## config.mk

```make
export PLATFORM = sky130hd
export DESIGN_NAME = crot_unit
export DESIGN_NICKNAME = d
export VERILOG_FILES = /design/src/rtl/crot_pkg.sv /design/src/rtl/crot_prefold.sv /design/src/rtl/crot_micro.sv /design/src/rtl/crot_gain.sv /design/src/rtl/crot_unit.sv
export SDC_FILE = /design/constraint.sdc
export NUM_CORES = 1
export LEC_CHECK = 0
export ABC_CLOCK_PERIOD_IN_PS = 5600
export BUFFER_PORTS_ARGS = -buffer_cell sky130_fd_sc_hd__buf_2
export CAP_MARGIN = 0
export CORE_MARGIN = 8
export CORE_UTILIZATION = 58
export CTS_CLUSTER_SIZE = 20
export DETAILED_ROUTE_END_ITERATION = 10
export GPL_TIMING_DRIVEN = 0
export PLACE_DENSITY_LB_ADDON = 0.3
export SETUP_SLACK_MARGIN = 0.3
export SKIP_CTS_REPAIR_TIMING = 1
export SLEW_MARGIN = 15
export SYNTH_ARGS = -nofsm -noshare
export SYNTH_HDL_FRONTEND = slang
export SYNTH_SLANG_ARGS = --single-unit
```

## constraint.sdc

```tcl
create_clock -name clk -period 5.6 [get_ports clk]
set_input_delay 1.12 -clock clk [delete_from_list [all_inputs] [get_ports clk]]
set_output_delay 1.12 -clock clk [all_outputs]
set_load 0.1 [all_outputs]
```

## src/rtl/crot_pkg.sv

```systemverilog
package crot_pkg;

  typedef enum logic [1:0] {ST_IDLE, ST_RUN, ST_GAIN, ST_DONE} crot_state_e;

  // Inverse CORDIC gain ~0.6072529 as signed power-of-two terms:
  // 2^-1 + 2^-3 - 2^-6 - 2^-9 - 2^-12 + 2^-14
  localparam int GAIN_TERMS = 6;
  localparam int GAIN_SHIFT [GAIN_TERMS] = '{1, 3, 6, 9, 12, 14};
  localparam bit GAIN_NEG   [GAIN_TERMS] = '{1'b0, 1'b0, 1'b1, 1'b1, 1'b1, 1'b0};

  // atan(2^-i) on a scale where 2^23 equals pi (up to 16 steps)
  function automatic int atan_ref24(input int idx);
    case (idx)
      0:  return 2097152;
      1:  return 1238021;
      2:  return 654136;
      3:  return 332050;
      4:  return 166669;
      5:  return 83416;
      6:  return 41718;
      7:  return 20860;
      8:  return 10430;
      9:  return 5215;
      10: return 2608;
      11: return 1304;
      12: return 652;
      13: return 326;
      14: return 163;
      15: return 81;
      default: return 0;
    endcase
  endfunction

  // Same value rescaled so that 2^(aw-1) equals pi (aw <= 24)
  function automatic int atan_code(input int idx, input int aw);
    int s;
    s = 24 - aw;
    if (s > 0) return (atan_ref24(idx) + (1 << (s - 1))) >>> s;
    return atan_ref24(idx);
  endfunction

endpackage

```

## src/rtl/crot_prefold.sv

```systemverilog
module crot_prefold #(
  parameter int DATA_W = 16,
  parameter int ANG_W  = 16,
  parameter int GUARD  = 4,
  localparam int XW    = DATA_W + 2 + GUARD
) (
  input  logic signed [DATA_W-1:0] x_i,
  input  logic signed [DATA_W-1:0] y_i,
  input  logic signed [ANG_W-1:0]  ang_i,
  output logic signed [XW-1:0]     x_o,
  output logic signed [XW-1:0]     y_o,
  output logic signed [ANG_W-1:0]  z_o
);
  localparam logic signed [ANG_W-1:0] QUARTER = ANG_W'(1 << (ANG_W - 2));

  logic signed [XW-1:0] xe, ye;

  assign xe = {{2{x_i[DATA_W-1]}}, x_i, {GUARD{1'b0}}};
  assign ye = {{2{y_i[DATA_W-1]}}, y_i, {GUARD{1'b0}}};

  always_comb begin
    if (ang_i > QUARTER) begin
      // clockwise quarter turn: (x, y) -> (y, -x)
      x_o = ye;
      y_o = -xe;
      z_o = ang_i - QUARTER;
    end else if (ang_i < -QUARTER) begin
      // counter-clockwise quarter turn: (x, y) -> (-y, x)
      x_o = -ye;
      y_o = xe;
      z_o = ang_i + QUARTER;
    end else begin
      x_o = xe;
      y_o = ye;
      z_o = ang_i;
    end
  end
endmodule

```

## src/rtl/crot_micro.sv

```systemverilog
module crot_micro #(
  parameter int XW    = 22,
  parameter int ANG_W = 16,
  parameter int CW    = 5
) (
  input  logic signed [XW-1:0]    x_i,
  input  logic signed [XW-1:0]    y_i,
  input  logic signed [ANG_W-1:0] z_i,
  input  logic [CW-1:0]           step_i,
  output logic signed [XW-1:0]    x_o,
  output logic signed [XW-1:0]    y_o,
  output logic signed [ANG_W-1:0] z_o
);
  import crot_pkg::*;

  logic signed [XW-1:0]    xs, ys;
  logic signed [ANG_W-1:0] a_step;

  assign xs     = x_i >>> step_i;
  assign ys     = y_i >>> step_i;
  assign a_step = ANG_W'(atan_code(int'(step_i), ANG_W));

  always_comb begin
    if (!z_i[ANG_W-1]) begin
      // residual positive: turn clockwise
      x_o = x_i + ys;
      y_o = y_i - xs;
      z_o = z_i - a_step;
    end else begin
      x_o = x_i - ys;
      y_o = y_i + xs;
      z_o = z_i + a_step;
    end
  end
endmodule

```

## src/rtl/crot_gain.sv

```systemverilog
module crot_gain #(
  parameter int DATA_W = 16,
  parameter int GUARD  = 4,
  localparam int XW    = DATA_W + 2 + GUARD
) (
  input  logic signed [XW-1:0]     x_i,
  input  logic signed [XW-1:0]     y_i,
  output logic signed [DATA_W-1:0] x_o,
  output logic signed [DATA_W-1:0] y_o
);
  import crot_pkg::*;

  localparam logic signed [XW-1:0] SAT_HI = {{(XW-DATA_W+1){1'b0}}, {(DATA_W-1){1'b1}}};
  localparam logic signed [XW-1:0] SAT_LO = {{(XW-DATA_W+1){1'b1}}, {(DATA_W-1){1'b0}}};

  function automatic logic signed [XW-1:0] scale(input logic signed [XW-1:0] v);
    logic signed [XW-1:0] acc;
    acc = '0;
    for (int k = 0; k < GAIN_TERMS; k++) begin
      if (GAIN_NEG[k]) acc = acc - (v >>> GAIN_SHIFT[k]);
      else             acc = acc + (v >>> GAIN_SHIFT[k]);
    end
    return acc >>> GUARD;
  endfunction

  function automatic logic signed [DATA_W-1:0] clamp(input logic signed [XW-1:0] v);
    if (v > SAT_HI) return SAT_HI[DATA_W-1:0];
    if (v < SAT_LO) return SAT_LO[DATA_W-1:0];
    return v[DATA_W-1:0];
  endfunction

  logic signed [XW-1:0] xg, yg;

  assign xg  = scale(x_i);
  assign yg  = scale(y_i);
  assign x_o = clamp(xg);
  assign y_o = clamp(yg);
endmodule

```

## src/rtl/crot_unit.sv

```systemverilog
module crot_unit #(
  parameter int DATA_W = 16,
  parameter int ANG_W  = 16,   // at most 24
  parameter int ITER   = 16,   // at most 16
  parameter int GUARD  = 4,
  localparam int XW    = DATA_W + 2 + GUARD,
  localparam int CW    = $clog2(ITER) + 1
) (
  input  logic                     clk,
  input  logic                     rst,
  input  logic                     in_valid,
  output logic                     in_ready,
  input  logic signed [DATA_W-1:0] in_x,
  input  logic signed [DATA_W-1:0] in_y,
  input  logic signed [ANG_W-1:0]  in_ang,
  output logic                     out_valid,
  input  logic                     out_ready,
  output logic signed [DATA_W-1:0] out_x,
  output logic signed [DATA_W-1:0] out_y
);
  import crot_pkg::*;

  localparam logic signed [ANG_W-1:0] QUARTER = ANG_W'(1 << (ANG_W - 2));

  crot_state_e             state;
  logic [CW-1:0]           cnt;
  logic signed [XW-1:0]    xr, yr, fx, fy, nx, ny;
  logic signed [ANG_W-1:0] zr, fz, nz;
  logic signed [DATA_W-1:0] gx, gy;

  crot_prefold #(.DATA_W(DATA_W), .ANG_W(ANG_W), .GUARD(GUARD)) u_fold (
    .x_i(in_x), .y_i(in_y), .ang_i(in_ang), .x_o(fx), .y_o(fy), .z_o(fz)
  );

  crot_micro #(.XW(XW), .ANG_W(ANG_W), .CW(CW)) u_step (
    .x_i(xr), .y_i(yr), .z_i(zr), .step_i(cnt), .x_o(nx), .y_o(ny), .z_o(nz)
  );

  crot_gain #(.DATA_W(DATA_W), .GUARD(GUARD)) u_gain (
    .x_i(xr), .y_i(yr), .x_o(gx), .y_o(gy)
  );

  always_ff @(posedge clk) begin
    if (rst) begin
      state     <= ST_IDLE;
      cnt       <= '0;
      xr        <= '0;
      yr        <= '0;
      zr        <= '0;
      out_x     <= '0;
      out_y     <= '0;
      out_valid <= 1'b0;
      in_ready  <= 1'b1;
    end else begin
      case (state)
        ST_IDLE: if (in_valid && in_ready) begin
          xr       <= fx;
          yr       <= fy;
          zr       <= fz;
          cnt      <= '0;
          in_ready <= 1'b0;
          state    <= ST_RUN;
        end
        ST_RUN: begin
          xr  <= nx;
          yr  <= ny;
          zr  <= nz;
          cnt <= cnt + 1'b1;
          if (cnt == CW'(ITER - 1)) state <= ST_GAIN;
        end
        ST_GAIN: begin
          out_x     <= gx;
          out_y     <= gy;
          out_valid <= 1'b1;
          state     <= ST_DONE;
        end
        default: if (out_ready) begin
          out_valid <= 1'b0;
          in_ready  <= 1'b1;
          state     <= ST_IDLE;
        end
      endcase
    end
  end

  // reset leaves the block idle with no result pending
  assert_reset_idle_R1: assert property (@(posedge clk)
    rst |=> (!out_valid && in_ready));

  // the quarter-turn fold leaves a residual within +/- pi/2
  assert_fold_range_R3: assert property (@(posedge clk) disable iff (rst)
    (state == ST_RUN && cnt == '0) |-> (zr <= QUARTER && zr >= -QUARTER));

  // an accepted input closes the input side
  assert_accept_busy_R7: assert property (@(posedge clk) disable iff (rst)
    (in_valid && in_ready) |=> !in_ready);

  // input side and output side are never open together
  assert_exclusive_R7: assert property (@(posedge clk) disable iff (rst)
    out_valid |-> !in_ready);

  // a pending result is held unchanged
  assert_hold_R8: assert property (@(posedge clk) disable iff (rst)
    (out_valid && !out_ready) |=> (out_valid && $stable(out_x) && $stable(out_y)));

  // a taken result is withdrawn and the input side reopens
  assert_release_R8: assert property (@(posedge clk) disable iff (rst)
    (out_valid && out_ready) |=> (!out_valid && in_ready));
endmodule

```

# Word level (Yosys, flattened, before mapping)
# Memory sizes are Yosys's and may differ from the RTL's. A register that Yosys moved wholly into a read port is not among the register bits.
# Cells that the tools add are included.
# Widths: inputs -> output; s select.
[totals] reg_bits=101 rom_bits=352 out_inout_bits=34 n_memories=1
[mem_list] memory="(no name shown)" depth=16 word_bits=22 rd=1 rd_ports_with_merged_regs=1 wr=0 line_no="crot_pkg.sv:13" rtl="case (idx)"
[classes] add_sub_neg=22 magnitude_cmp=6 n_eq_ne=5 n_shift=2 n_mux=43 bitwise_logic=2 reduce_logical=12
[op_table] operator="$mux 16" n=12
[op_table] operator="$mux 22" n=8
[op_table] operator="$pmux 22 s2" n=2
[op_table] operator="$add 21x19->22" n=2
[op_table] operator="$add 22x22->22" n=2
[op_table] operator="$add 22x8->22" n=2
[op_table] operator="$neg 20->22" n=2
[op_table] operator="$sshr 22x5->22" n=2
[op_table] operator="$sub 22x10->22" n=2
[op_table] operator="$sub 22x13->22" n=2
[op_table] operator="$sub 22x16->22" n=2
[op_table] operator="$sub 22x22->22" n=2
[op_table] operator="$gt 18x16->1 const B" n=2
[op_table] operator="$lt 18x16->1 const B" n=2
[op_table] operator="$pmux 16 s2" n=1
[op_table] operator="$add 24x9->24 const B" n=1
[op_table] operator="$mux 24" n=1
[op_table] operator="$add 16x16->16" n=1
[op_table] operator="$add 16x16->16 const B" n=1
[op_table] operator="$gt 16x16->1 const B" n=1
[op_table] operator="$lt 16x15->1 const B" n=1
[op_table] operator="$sub 16x16->16" n=1
[op_table] operator="$sub 16x16->16 const B" n=1
[op_table] operator="$pmux 5 s2" n=1
[op_table] operator="19 further kinds" n=38

# Longest topological paths before layout
[depth] ltp_word=10 mapped_depth=24

# Cells and area by module
# From an unflattened synthesis, not the netlist that was laid out.
[unflattened] cells_unflattened=2173 hier_area_um2=18312.6
[by_module_without_submodules] module="crot_micro" instances=1 cells_per_inst=867 area_each_um2=6729.0
[by_module_without_submodules] module="crot_gain" instances=1 cells_per_inst=608 area_each_um2=5514.0
[by_module_without_submodules] module="crot_unit" instances=1 cells_per_inst=442 area_each_um2=4476.8
[by_module_without_submodules] module="crot_prefold" instances=1 cells_per_inst=256 area_each_um2=1592.8

# Worst setup path after synthesis
# Ideal clock, no wire load.
[synth_timing] path_type="reg-to-reg" from="reg xr[21]" to="reg out_x[10]" t_arrival_ps=5841 path_slack_ps=-326 path_stages_with_launch=21 synth_period_minus_slack_ps=5926 cell_sequence="dfxtp_1 > clkbuf_1 > clkinv_1 > fa_1 > inv_1 > fa_1 > inv_1 > fa_1 > inv_1 > ha_1 > a21o_1 > a221o_1 > a21o_1 > a22oi_1 > o21ai_0 > a21oi_1 > xor2_1 > o21ai_1 > clkbuf_1 > nand2_1 > a211oi_1"
[synth_via] elab_chain_cells=10
[synth_lines] item="start: declaration" line_no="crot_unit.sv:27" rtl="logic signed [XW-1:0] xr, yr, fx, fy, nx, ny;"
[synth_lines] item="start signal: assignment" line_no="crot_unit.sv:65" rtl="xr <= nx;"
[synth_lines] item="$add 21x19->22" line_no="crot_gain.sv:21" rtl="else acc = acc + (v >>> GAIN_SHIFT[k]);"
[synth_lines] item="$sub 22x16->22" line_no="crot_gain.sv:20" rtl="if (GAIN_NEG[k]) acc = acc - (v >>> GAIN_SHIFT[k]);"
[synth_lines] item="$sub 22x13->22" line_no="crot_gain.sv:20"
[synth_lines] item="$sub 22x10->22" line_no="crot_gain.sv:20"
[synth_lines] item="$add 22x8->22 *" line_no="crot_gain.sv:21"
[synth_lines] item="$lt 18x16->1" line_no="crot_gain.sv:28" rtl="if (v < SAT_LO) return SAT_LO[DATA_W-1:0];"
[synth_lines] item="$mux 1 (2 in a row)" line_no="crot_gain.sv:28"
[synth_lines] item="$mux 16" line_no="crot_gain.sv:29" rtl="return v[DATA_W-1:0];"
[synth_lines] item="$mux 16 *" line_no="crot_gain.sv:28"
[synth_lines] item="end signal: assignment" line_no="crot_unit.sv:72" rtl="out_x <= gx;"
[synth_lines] item="end: declaration" line_no="crot_unit.sv:18" rtl="output logic signed [DATA_W-1:0] out_x,"
# Every way passes the cells marked *; elsewhere a longest branch is shown, timed or not. The select of a mux whose other input is x is not followed.
# A chain may end at the register's enable or synchronous reset.

# Worst setup path after layout
[layout_timing] from="reg xr[5]" to="reg yr[21]"
[layout_via] elab_chain_cells=4
[layout_lines] item="$sshr 22x5->22 *" line_no="crot_micro.sv:19" rtl="assign xs = x_i >>> step_i;"
[layout_lines] item="$sub 22x22->22 or $add 22x22->22 (tied branches)" line_no="crot_micro.sv:27, crot_micro.sv:31"
[layout_lines] item="$mux 22 *" line_no="crot_micro.sv:24" rtl="if (!z_i[ANG_W-1]) begin"
[layout_lines] item="$pmux 22 s2 *" line_no="crot_unit.sv:55" rtl="case (state)"
[layout_lines] item="end signal: assignment" line_no="crot_unit.sv:58" rtl="yr <= fy;"
[layout_lines] item="end signal: assignment" line_no="crot_unit.sv:66" rtl="yr <= ny;"
[layout_lines] item="end: declaration" line_no="crot_unit.sv:27"
# Every way passes the cells marked *; elsewhere a longest branch is shown, timed or not.

==> results.yml <==
status:
  outcome: "finished, violations left"
  violations: "negative setup slack"
timing:
  clock_skew_ns: 0.0126
  finalCritPeriodShare_pct: 101
  fin_ws_ns: -0.0645
  period_needed_ns: 5.66
  max_slew_margin_pct: 34.7
  hold_viol: 0
  rsz0062_at_grt: "true"
  setup_viol: 1
  tightest_slew_ns: 0.979
  clock.fmax_mhz: 177
  drv_slew: 0
drt:
  dr.pass1.iters: 6
  drt_iter0_drc: 2166
  drt_wl_total_mm: 69.6
  ant_nets: 0
  routedWlPerCell_um: 25.2
  drc_errors: 0
  via_per_inst: 6.73
  vias: 18600
critical_path:
  critPathArrivalTime_ns: 6.06
  endpoint_kind: "flip-flop"
  critPathMaxStageDelay_ns: 0.54
  reg2reg_depth: 18
  crit_path_max_fanout: 7
  required_ns: 5.99
  worstSetupPathType: "flip-flop to flip-flop"
  crit_buf_inv: 0
  worstPathCellList: "mux4_2, mux2_4, mux4_2, a211oi_4, and4_4, a21oi_2, xnor2_1, ha_1, and3_4, a221o_1, a31oi_4, o31a_1, nor3_2, o41a_1, a31o_2, or4_1, mux2i_1, a21o_1"
  critical_path_depth: 18
  cpMaxStageDelayCell: "mux4_2"
  critPathLaunchType: "flip-flop"
  path_common_cell: "mux4_2"
  cpLargestDelayFamily: "compound AO/OA/AOI/OAI gates"
synthesis:
  synth_ff_type: "dfxtp_1"
  synth_area_per_cell_um2: 8.06
  seq_area_frac_synth_pct: 13.4
  ys_types: 78
  synth-seq-cells: 116
  netlist_area_um2: 17300
  syn_nets: 2462
  synthArstFlopShare_pct: 0
  ys_warn_count: 0
  synth_cells: 2153
  synth_edf_count: 0
floorplan:
  die_w_um: 189
  core_area_um2: 29600
  rows: 63
  initial_utilization_pct: 58.7
  dieArea_um2: 35700
  ios: 86
  die_y_um: 189
grt:
  grt.overflow.total: 0
  grt_first_pass_wirelength_mm: 101
  grt_pass1_vias: 17300
  antenna_found_initial: 0
  grt.total_usage_pct: 36.6
  grt_max_degree: 28
finish:
  final_net_count: 2666
  layout_commonest_cell: "nor2_1"
  num_antenna_cells: 0
  ff_latch_area_um2: 2400
  fin_cells: 2758
  multi_input_comb_area_um2: 14400
  area_growth_syn_to_layout_pct: 18.6
  final_cell_mix: "229 x nor2_1, 208 x inv_1, 144 x nand2_1, 128 x a21oi_1, 127 x ha_1"
  drive_gt1_share_pct: 20.9
  nFillCells: 2329
min_path:
  hold_class: "flip-flop to flip-flop"
  hold_depth: 2
clocking:
  cts_buffer_depth: 2
  cts_buffers: 17
  h-tree-depth: 4
  cts_sinks: 116
  root_buffer: "clkbuf_16"
  clk_pin_slew_ns: 0.06
  clk_latency_ns: 0.46
  cts_tree: "done"
place:
  place.gp.congestion: 1.07
  io_buffers: 85
  place_inst: 2628
  dpl.hpwl_mm: 52.3
run:
  drv_cap: 0
kinds of logic after synthesis:
family | share of synthesized area, %
AND/OR/NAND/NOR | 16.0
AO/OA/AOI/OAI | 22.2
buffers and inverters | 7.52
adder cells (fa/ha/maj) | 23.9
XOR/XNOR | 7.17
flip-flops | 13.4
multiplexers | 9.77
worst reg2reg max path, stage by stage, from the launching register on:
cell and delay (ns):
dfxtp_1 0.49, mux4_2 0.54, mux2_4 0.31, mux4_2 0.54, a211oi_4 0.31, and4_4 0.29, a21oi_2 0.07, xnor2_1 0.17
ha_1 0.34, and3_4 0.21, a221o_1 0.35, a31oi_4 0.22, o31a_1 0.27, nor3_2 0.08, o41a_1 0.45, a31o_2 0.23
or4_1 0.47, mux2i_1 0.16, a21o_1 0.10
cells in the mapped netlist, types with 8 or more instances:
master    instances  area share, %
o21ai_0          97            2.8
nand3b_1          8           0.35
or3_1            24           0.87
nand2b_1         22           0.79
nor4_1           14           0.50
nand2_1         144            3.1
nor2b_1          14           0.50
and3_1           19           0.69
a21o_1           43            1.9
inv_1           226            4.9
mux2_2           14           0.91
o221ai_1          8           0.40
or2_2             9           0.32
clkbuf_1         81            1.8
buf_1            11           0.24
a221oi_1         16           0.81
ha_1            134            9.7
a211oi_1         83            3.6
a31o_2            8           0.40
a31oi_1          36            1.3
nor2_1          236            5.1
nor3_1           45            1.3
xor2_1           48            2.4
a21oi_1         142            4.1
a22oi_1           8           0.35
fa_1            123             14
o31ai_1           8           0.35
dfxtp_1         116             13
buf_2            10           0.29
o21a_1           24            1.0
o211ai_1         22           0.95
nand3_1          31           0.89
o21bai_1         10           0.43
xnor2_1          94            4.7
a211o_1           9           0.45
mux4_2           42            5.5
mux2i_1          55            3.2
o22ai_1          19           0.69
metal layers:
| metal | track usage, % | part of all wire, % |
|---|---|---|
| met5 | 0 | 0 |
| met1 | 47.2 | 38 |
| met3 | 10.4 | 13 |
| met2 | 54.8 | 43 |
| met4 | 19.5 | 6.2 |
final timing paths:
| path | startpoint | endpoint | slack (ns) |
|---|---|---|---|
| setup reg to reg | xr[5] | yr[21] | -0.06 |
| hold reg to reg | zr[2] | zr[2] | 0.47 |
| hold / removal | zr[2] | zr[2] | 0.47 |
| setup / recovery | xr[5] | yr[21] | -0.06 |
final cells by class:
cell class              instances  share of cell area (%)
well taps                     390                    2.37
inverters                     232                    4.67
flip-flops and latches        116                    11.7
plain buffers                 106                    2.79
multi-input cells            1699                    70.1
repair buffers                185                    5.72
clock buffers                  19                    2.11
clock inverters                11                   0.554
per-stage QoR:
stage | util [%] | setup WS, ns | TNS [ns] | area [um^2] | hold WS, ns
final | 69.6 | -0.0645 | -0.0645 | 20600 | 0.467
after global routing | 69.6 | -0.171 | -0.218 | 20600 | 0.500
after CTS | 63.7 | -1.13 | -33.02 | 18800 | 0.464
after detailed placement | 61.8 | -1.13 | -31.86 | 18300 | 0.455
after global placement | 61.8 | -0.986 | -27.46 | 18300 | 0.451
after floorplan | - | 0.387 | 0 | 17400 | 0.436
Power is left out: the tool's default activity adds up to more than one toggle a clock period on the data nets, which glitch-free logic cannot reach.
